--- config.mk ---
export PLATFORM = sky130hd
export DESIGN_NAME = mdio_phy_slave
export DESIGN_NICKNAME = d
export VERILOG_FILES = /design/src/rtl/mdio_phy_pkg.sv /design/src/rtl/mdio_frame_fsm.sv /design/src/rtl/mdio_phy_regs.sv /design/src/rtl/mdio_phy_slave.sv
export SDC_FILE = /design/constraint.sdc
export NUM_CORES = 1
export LEC_CHECK = 0
export CORE_MARGIN = 1.5
export CORE_UTILIZATION = 55
export DETAILED_ROUTE_END_ITERATION = 16
export PLACE_DENSITY = 0.68
export SLEW_MARGIN = 20
export SYNTH_ARGS = -nofsm -noshare
export SYNTH_HDL_FRONTEND = slang
export SYNTH_HIERARCHICAL = 1
export SYNTH_SLANG_ARGS = --single-unit
export TNS_END_PERCENT = 100
--- constraint.sdc ---
create_clock -name mdc -period 5.3 [get_ports mdc]
set_input_delay 0.795 -clock mdc [delete_from_list [all_inputs] [get_ports mdc]]
set_output_delay 0.795 -clock mdc [all_outputs]
set_load 0.01 [all_outputs]
--- src/rtl/mdio_phy_pkg.sv ---
package mdio_phy_pkg;

  typedef enum logic [2:0] {
    ST_IDLE,
    ST_START,
    ST_OPADR,
    ST_TA_RD,
    ST_TA_WR,
    ST_RD,
    ST_WR
  } mgmt_state_e;

  localparam int unsigned WORD_W = 16;
  localparam int unsigned ADR_W  = 5;
  localparam int unsigned HDR_W  = 2 + 2 * ADR_W;

  localparam logic [1:0] OP_RD = 2'b10;
  localparam logic [1:0] OP_WR = 2'b01;

  localparam logic [ADR_W-1:0] A_CTRL = 5'd0;
  localparam logic [ADR_W-1:0] A_STAT = 5'd1;
  localparam logic [ADR_W-1:0] A_ID1  = 5'd2;
  localparam logic [ADR_W-1:0] A_ID2  = 5'd3;
  localparam logic [ADR_W-1:0] A_ADV  = 5'd4;
  localparam logic [ADR_W-1:0] A_LPA  = 5'd5;
  localparam logic [ADR_W-1:0] A_SPEC = 5'd17;

  localparam logic [WORD_W-1:0] CTRL_DEF  = 16'h1140;
  localparam logic [WORD_W-1:0] ADV_DEF   = 16'h01E1;
  localparam logic [WORD_W-1:0] STAT_BASE = 16'h7949;
  localparam logic [WORD_W-1:0] SPEC_UP   = 16'hBC08;
  localparam logic [WORD_W-1:0] LPA_UP    = 16'h41E1;
  localparam logic [WORD_W-1:0] ID1_VAL   = 16'h0141;

  // status word: fixed capability bits plus the link flag in bit 2
  function automatic logic [WORD_W-1:0] status_word(input logic link);
    return STAT_BASE | {13'd0, link, 2'b00};
  endfunction

  // resolved specific status, only meaningful with the link up
  function automatic logic [WORD_W-1:0] spec_word(input logic link);
    return link ? SPEC_UP : '0;
  endfunction

  // header layout, first bit in the MSB: {op[1:0], phy[4:0], reg[4:0]}
  function automatic logic hdr_accept(input logic [HDR_W-1:0] hdr,
                                      input logic [ADR_W-1:0] strap);
    return ((hdr[HDR_W-1 -: 2] == OP_RD) || (hdr[HDR_W-1 -: 2] == OP_WR))
           && (hdr[2*ADR_W-1 -: ADR_W] == strap);
  endfunction

endpackage

--- src/rtl/mdio_frame_fsm.sv ---
module mdio_frame_fsm
  import mdio_phy_pkg::*;
#(
  parameter logic [4:0] PHY_ADDR = 5'd1,
  parameter int unsigned PRE_MIN = 32
) (
  input  logic              mdc,
  input  logic              rst_n,
  input  logic              mdio_in,
  input  logic [WORD_W-1:0] rd_data,
  output logic [ADR_W-1:0]  rd_addr,
  output logic              wr_strobe,
  output logic [ADR_W-1:0]  wr_addr,
  output logic [WORD_W-1:0] wr_data,
  output logic              sync_hit,
  output logic              mdio_out,
  output logic              mdio_oe
);

  localparam int unsigned PRE_W = $clog2(PRE_MIN + 1);
  localparam int unsigned CNT_W = $clog2(WORD_W);
  localparam logic [PRE_W-1:0] PRE_TOP = PRE_W'(PRE_MIN);

  mgmt_state_e        state;
  logic [PRE_W-1:0]   pre_cnt;
  logic [CNT_W-1:0]   cnt;
  logic [WORD_W-1:0]  acc;
  logic [ADR_W-1:0]   reg_adr;
  logic [HDR_W-1:0]   hdr_next;
  logic [WORD_W-1:0]  shift_in;

  assign shift_in = {acc[WORD_W-2:0], mdio_in};
  assign hdr_next = shift_in[HDR_W-1:0];

  always_ff @(posedge mdc or negedge rst_n) begin
    if (!rst_n) begin
      state   <= ST_IDLE;
      pre_cnt <= '0;
      cnt     <= '0;
      acc     <= '0;
      reg_adr <= '0;
    end else begin
      unique case (state)
        ST_IDLE: begin
          if (mdio_in) begin
            if (pre_cnt != PRE_TOP) pre_cnt <= pre_cnt + 1'b1;
          end else begin
            if (pre_cnt == PRE_TOP) state <= ST_START;
            pre_cnt <= '0;
          end
        end
        ST_START: begin
          if (mdio_in) begin
            state <= ST_OPADR;
            cnt   <= CNT_W'(HDR_W - 1);
            acc   <= '0;
          end else begin
            state <= ST_IDLE;
          end
        end
        ST_OPADR: begin
          acc <= shift_in;
          if (cnt == '0) begin
            reg_adr <= hdr_next[ADR_W-1:0];
            cnt     <= CNT_W'(1);
            if (!hdr_accept(hdr_next, PHY_ADDR)) state <= ST_IDLE;
            else if (hdr_next[HDR_W-1 -: 2] == OP_RD) state <= ST_TA_RD;
            else state <= ST_TA_WR;
          end else begin
            cnt <= cnt - 1'b1;
          end
        end
        ST_TA_RD: begin
          if (cnt == '0) begin
            state <= ST_RD;
            acc   <= rd_data;
            cnt   <= CNT_W'(WORD_W - 1);
          end else begin
            cnt <= cnt - 1'b1;
          end
        end
        ST_TA_WR: begin
          if (cnt == '0) begin
            state <= ST_WR;
            cnt   <= CNT_W'(WORD_W - 1);
          end else begin
            cnt <= cnt - 1'b1;
          end
        end
        ST_RD: begin
          acc <= {acc[WORD_W-2:0], 1'b0};
          if (cnt == '0) state <= ST_IDLE;
          else cnt <= cnt - 1'b1;
        end
        ST_WR: begin
          acc <= shift_in;
          if (cnt == '0) state <= ST_IDLE;
          else cnt <= cnt - 1'b1;
        end
        default: state <= ST_IDLE;
      endcase
    end
  end

  assign rd_addr   = reg_adr;
  assign wr_addr   = reg_adr;
  assign wr_data   = shift_in;
  assign wr_strobe = (state == ST_WR) && (cnt == '0);
  assign sync_hit  = (state == ST_START);
  assign mdio_oe   = ((state == ST_TA_RD) && (cnt == '0)) || (state == ST_RD);
  assign mdio_out  = (state == ST_RD) ? acc[WORD_W-1] : 1'b0;

endmodule

--- src/rtl/mdio_phy_regs.sv ---
module mdio_phy_regs
  import mdio_phy_pkg::*;
#(
  parameter logic [15:0] EXT_ID = 16'h0C50
) (
  input  logic              mdc,
  input  logic              rst_n,
  input  logic              link_up,
  input  logic              wr_strobe,
  input  logic [ADR_W-1:0]  wr_addr,
  input  logic [WORD_W-1:0] wr_data,
  input  logic [ADR_W-1:0]  rd_addr,
  output logic [WORD_W-1:0] rd_data,
  output logic [WORD_W-1:0] ctrl_q
);

  logic [WORD_W-1:0] adv_q;

  always_ff @(posedge mdc or negedge rst_n) begin
    if (!rst_n) begin
      ctrl_q <= CTRL_DEF;
      adv_q  <= ADV_DEF;
    end else if (wr_strobe) begin
      if (wr_addr == A_CTRL) begin
        if (wr_data[15]) begin
          ctrl_q <= CTRL_DEF;
          adv_q  <= ADV_DEF;
        end else begin
          ctrl_q <= wr_data;
        end
      end else if (wr_addr == A_ADV) begin
        adv_q <= wr_data;
      end
    end
  end

  always_comb begin
    unique case (rd_addr)
      A_CTRL:  rd_data = ctrl_q;
      A_STAT:  rd_data = status_word(link_up);
      A_ID1:   rd_data = ID1_VAL;
      A_ID2:   rd_data = EXT_ID;
      A_ADV:   rd_data = adv_q;
      A_LPA:   rd_data = link_up ? LPA_UP : '0;
      A_SPEC:  rd_data = spec_word(link_up);
      default: rd_data = '0;
    endcase
  end

endmodule

--- src/rtl/mdio_phy_slave.sv ---
module mdio_phy_slave
  import mdio_phy_pkg::*;
#(
  parameter logic [4:0]  PHY_ADDR = 5'd1,
  parameter logic [15:0] EXT_ID   = 16'h0C50,
  parameter int unsigned PRE_MIN  = 32
) (
  input  logic mdc,
  input  logic rst_n,
  input  logic link_up,
  input  logic mdio_in,
  output logic mdio_out,
  output logic mdio_oe
);

  logic [ADR_W-1:0]  rd_addr;
  logic [WORD_W-1:0] rd_data;
  logic              wr_strobe;
  logic [ADR_W-1:0]  wr_addr;
  logic [WORD_W-1:0] wr_data;
  logic              sync_hit;
  logic [WORD_W-1:0] ctrl_q;

  mdio_frame_fsm #(.PHY_ADDR(PHY_ADDR), .PRE_MIN(PRE_MIN)) u_fsm (
    .mdc       (mdc),
    .rst_n     (rst_n),
    .mdio_in   (mdio_in),
    .rd_data   (rd_data),
    .rd_addr   (rd_addr),
    .wr_strobe (wr_strobe),
    .wr_addr   (wr_addr),
    .wr_data   (wr_data),
    .sync_hit  (sync_hit),
    .mdio_out  (mdio_out),
    .mdio_oe   (mdio_oe)
  );

  mdio_phy_regs #(.EXT_ID(EXT_ID)) u_regs (
    .mdc       (mdc),
    .rst_n     (rst_n),
    .link_up   (link_up),
    .wr_strobe (wr_strobe),
    .wr_addr   (wr_addr),
    .wr_data   (wr_data),
    .rd_addr   (rd_addr),
    .rd_data   (rd_data),
    .ctrl_q    (ctrl_q)
  );

endmodule

After elaboration in Yosys (flattened, before gate mapping)
Cells that the tools add are included.

storage, ports and cells
  output and inout bits = 2
  input port bits = 4
  register bits after elaboration = 66

cells by class
  add/subtract/negate cells = 2
  reductions and logical operators = 21
  muxes and demuxes = 28
  equal/unequal tests = 27

operators with widths
  kind                                            number
  one-hot mux 16 bit (7 select lines)             1
  2-to-1 mux 16 bit                               6
  one-hot mux 16 bit (4 select lines)             1
  2-to-1 mux 15 bit                               2
  2-to-1 mux 3 bit                                8
  one-hot mux 3 bit (6 select lines)              1
  2-to-1 mux 4 bit                                4
  one-hot mux 4 bit (4 select lines)              1
  2-to-1 mux 6 bit                                2
  != test 2 x 1 -> 1 bit (second input constant)  6
  == test 5 x 1 -> 1 bit (second input constant)  2
  == test 5 x 2 -> 1 bit (second input constant)  2
  == test 5 x 3 -> 1 bit (second input constant)  2
  == test 3 bit (second input constant)           3
  AND reduction 3 bit                             3
  != test 2 bit (second input constant)           4
  nonzero test 4 bit                              2
  adder 6 x 1 -> 6 bit (second input constant)    1
  == test 3 x 2 -> 1 bit (second input constant)  2
  == test 6 bit (second input constant)           1
  != test 6 bit (second input constant)           1
  AND reduction 2 bit                             3
  AND reduction 6 bit                             1
  OR reduction 2 bit                              3
  other kinds (13)                                16

Longest topological paths before layout
  depth in word-level cells = 6
  gate-level depth with buffers = 9
  mapped depth without buffers = 7

Hierarchy
Netlist, hierarchy kept.

modules (own cells, without submodules)
  module          cells each  area each (um^2)  instances
  mdio_frame_fsm  238         2,100.8           1
  mdio_phy_regs   153         1,755.4           1

Worst setup path before layout
Ideal clock, no wire load.

  kind = reg2reg
  from = register u_fsm.cnt[0]
  to = register u_regs.ctrl_q[10]
  required time = 5.175 ns
  period minus slack after synthesis = 2.537 ns
  setup time = 0.125 ns
  path buffers = 2
  stages on the path, launching flop included = 10
  arrival = 2.412 ns
  path slack = 2.763 ns
  cell sequence = dfrtp_1 clkbuf_1 inv_1 ha_1 nor3b_4 nand2_1 nor3b_1 nand4b_4 buf_6 mux2_4

on the way
  longest elaborated chain between the ends = 3

ends and longest elaborated chain
  element                               line                   source
  start, declared                       mdio_frame_fsm.sv:26   logic [CNT_W-1:0] cnt;
  start signal, assigned                mdio_frame_fsm.sv:55   cnt <= CNT_W'(HDR_W - 1);
  start signal, assigned                mdio_frame_fsm.sv:70   cnt <= cnt - 1'b1;
  start signal, assigned                mdio_frame_fsm.sv:77   cnt <= CNT_W'(WORD_W - 1);
  zero test 4 bit                       mdio_frame_fsm.sv:108  assign wr_strobe = (state == ST_WR) && (cnt == '0);
  logical AND 1 bit                     mdio_frame_fsm.sv:108
  via wr_strobe                         mdio_phy_slave.sv:18   logic wr_strobe;
  AND reduction 2 bit (no source line)  -
  end signal, assigned                  mdio_phy_regs.sv:29    ctrl_q <= wr_data;
  end, declared                         mdio_phy_regs.sv:14    output logic [WORD_W-1:0] ctrl_q

The timed path passes the listed nets, and every way through them passes these cells.
A chain may end at the register's enable or synchronous reset.

Worst setup path after layout
  from = register u_fsm.cnt[0]
  to = output port mdio_oe

on the way
  longest elaborated chain between the ends = 3

ends and longest elaborated chain
  element            line                   source
  zero test 4 bit    mdio_frame_fsm.sv:110  assign mdio_oe = ((state == ST_TA_RD) && (cnt == '0)) || (state == ST_RD);
  logical AND 1 bit  mdio_frame_fsm.sv:110
  logical OR 1 bit   mdio_frame_fsm.sv:110
  end, declared      mdio_phy_slave.sv:13   output logic mdio_oe

No other way between the ends.

==> qor.log <==
[run_status] status finished clean
[sta] Post-Route Skew 8.560 ps
[power_and_ir_drop] worst IR drop on VDD 0.0002098 V
[sta] slew at the pin closest to its max-slew limit 1107 ps
[cells_and_area] total area of multi-input combinational cells 1841 µm²
[sta] final critical delay including setup and external delays 3224 ps
[yosys] synthesized area 3839 µm²
[worst_setup_path] cells along the critical path inv_1, ha_1, nor3b_4, nand2_1, nor2_1, o21a_1, clkdlybuf4s50_1
[place] pre-CTS setup slack 2286 ps
[cells_and_area] Layout fillers 580
[routing] mean routed wirelength per cell 17.80 µm
[routing] drt via density 6.115
[yosys] post-synthesis instance total 388
[grt] overflow left after global routing 0
[grt] via count of the first global-routing pass 2672
[cells_and_area] Ant. Diodes 0
[worst_setup_path] origin of the worst setup path u_fsm/cnt[0]
[place] placed cells 428
[clocking] clock tree from TritonCTS done
[worst_setup_path] CP top delay family buffers and inverters
[sta] endpoints failing setup 0
[sta] worst setup margin 2076 ps
[sta] final hold slack 471.9 ps
[floorplanning] core area 6756 µm²
[worst_setup_path] CP max stage delay 530 ps
[worst_setup_path] worst r2r dst u_regs/adv_q[4]
[routing] via total after detailed routing 2715
[sta] number of max-slew violations in the final report 0
[floorplanning] initial cell density of the core 56.81%
[worst_setup_path] worst setup path endpoint mdio_oe
[routing] drt drc 0
[clocking] clock transition at the registers of the reported paths 70 ps
[cells_and_area] Area growth, synth to finish 2.249%
[clocking] H-tree level count 3
[cells_and_area] share of cells above drive strength 1 15.38%
[worst_setup_path] total buffers and inverters traversed by the critical path 2
[grt] pin count of the biggest net entering global routing 66
[yosys] number of warnings reported in the yosys synthesis log 6
[clocking] setup repair bufs after CTS 0
[grt] first-pass GRT wire length 13400 µm
[worst_setup_path] CP Max Fanout 8
[worst_setup_path] critical path's slowest cell clkdlybuf4s50_1
[worst_setup_path] Critical Path Sink Type primary output
[worst_setup_path] startpoint type of the worst setup path register
[grt] total routing usage reported by global routing 23.32%
[floorplanning] boundary pin count 6
[clocking] CTS sink count 65
[worst_setup_path] total number of cells along the worst setup path 7
[routing] initial detailed-routing violation count 125
[floorplanning] die footprint 7489 µm²
[clocking] total clock buffers created by CTS 9
[clocking] total of cells resized after clock tree synthesis 0
[worst_setup_path] crit path kind reg -> out
[place] half-perimeter wire length of the detailed placement result 5047 µm
[worst_setup_path] required time at the endpoint of the critical path 4510 ps
[worst_setup_path] startpoint of the lowest-slack register-to-register path u_fsm/cnt[0]
[sta] RSZ-0062 raised after global routing no
[worst_setup_path] arrival time at the worst endpoint 2430 ps
[worst_setup_path] setup slack of the worst register-to-register path 2240 ps
[floorplanning] die height 86.54 µm
[yosys] per-instance average area after synthesis 9.894 µm²
[sta] relative slew slack 26.12%
[routing] sum of routed wire length over all layers 7904 µm
[floorplanning] number of cell rows 30
[worst_hold_path] Hold/Removal Path Class reg -> reg
[sta] ratio of final minimum period to clock period 60.83%
[power_and_ir_drop] leakage 1.673 nW
[routing] post-detailed-route count of antenna-violating nets 0
[cells_and_area] final standard cell count with taps included and fillers excluded 444
[sta] FMAX 310.2 MHz
[sta] final hold violation count 0
[cells_and_area] Final Net Count 367
[floorplanning] Die Width 86.54 µm
[clocking] later-pin clock latency in the skew report 340 ps
[grt] initial antenna violation count 0
[place] I/O Buffers 5
[clocking] maximum number of buffers from clock root to sink 2
[sta] setup TNS 0 ps
[run] max-cap violation count 0
[yosys] total nets after synthesis 396
[clocking] count of hold-fix buffers inserted at cts 0
[clocking] Clk Tree Root Cell clkbuf_8
[routing] number of optimization iterations in the first detailed-route pass 5
[cells_and_area] Reg area 1637 µm²
[place] Final GP Congestion 0.8326
[worst_setup_path] Reg2Reg Depth 7
[power_and_ir_drop] Power Total 0.001058 W
[power_and_ir_drop] ratio of total power to cell area 269.7 nW/µm²
==> placed cells by master (no fill, tap or decap), types with 3 or more instances in the layout <==
master / count
nand2_1: 38
nor4_1: 3
a21oi_1: 11
nor2_1: 16
inv_1: 16
o21ai_1: 4
o22ai_1: 3
a211oi_1: 4
mux2_2: 11
a221oi_1: 4
a22oi_1: 14
nand3_1: 8
a22o_1: 11
o22a_1: 5
nor2_4: 3
mux2i_1: 15
ha_1: 4
and2b_1: 3
and3_1: 3
buf_4: 3
dfstp_2: 8
nor3_1: 3
or3_1: 3
clkbuf_8: 10
nor3b_1: 3
mux2_4: 7
nor2b_1: 14
dfrtp_1: 57
o21ai_0: 28
clkdlybuf4s50_1: 4
==> flip-flops by register name (all words and copies together) (netlist names) <==
register / flops
u_fsm/acc: 16
u_regs/adv_q: 16
u_regs/ctrl_q: 15
u_fsm/pre_cnt: 6
u_fsm/rd_addr: 5
u_fsm/cnt: 4
u_fsm/state: 3
==> worst min-delay path by stage <==
stage / start / endpoint / slack, ps / depth (start not counted)
global placement: u_regs/ctrl_q[8] / u_regs/ctrl_q[8] / 460 / 2
finish: u_regs/ctrl_q[6] / u_regs/ctrl_q[6] / 470 / 2
global route: u_regs/ctrl_q[12] / u_regs/ctrl_q[12] / 500 / 2
detailed placement: u_regs/ctrl_q[6] / u_regs/ctrl_q[6] / 460 / 2
floorplan: u_fsm/acc[15] / u_fsm/acc[15] / 440 / 2
CTS: u_regs/ctrl_q[6] / u_regs/ctrl_q[6] / 480 / 2
==> report_power, final <==
part	switching [W]	total, W	internal [W]
Clock	0.000191	0.000467	0.000277
Combinational	0.0000375	0.0000638	0.0000263
Sequential	0.0000194	0.000527	0.000508
==> metrics by stage <==
stage	cell area (µm²)	utilization [%]
after floorplan	3839	-
final	3925	58.09
after CTS	3915	57.94
after global placement	3695	54.69
after global routing	3925	58.09
after detailed placement	3695	54.69
==> final cells by class <==
cell class              count  share of cell area [%]
multi-input cells         259                   46.89
inverters                  16                   1.530
flip-flops and latches     65                   41.70
clock inverters             5                   2.008
clock buffers              11                   3.602
repair buffers              8                   1.721
well taps                  80                   2.550
==> worst min-delay path, stage by stage (launching register included) <==
cell and delay, ps:
dfstp_2 370, inv_1 40, mux2i_1 60
==> layer usage <==
layer	vias to the layer above	share of wire [%]	track usage, %
met5	-	0	0
met2	34	47	37.57
met3	9	2.7	3.810
met4	0	1.4	10.56
met1	1346	49	31.00
li1	1326	-	-
Power figures use the tool's default switching activity.
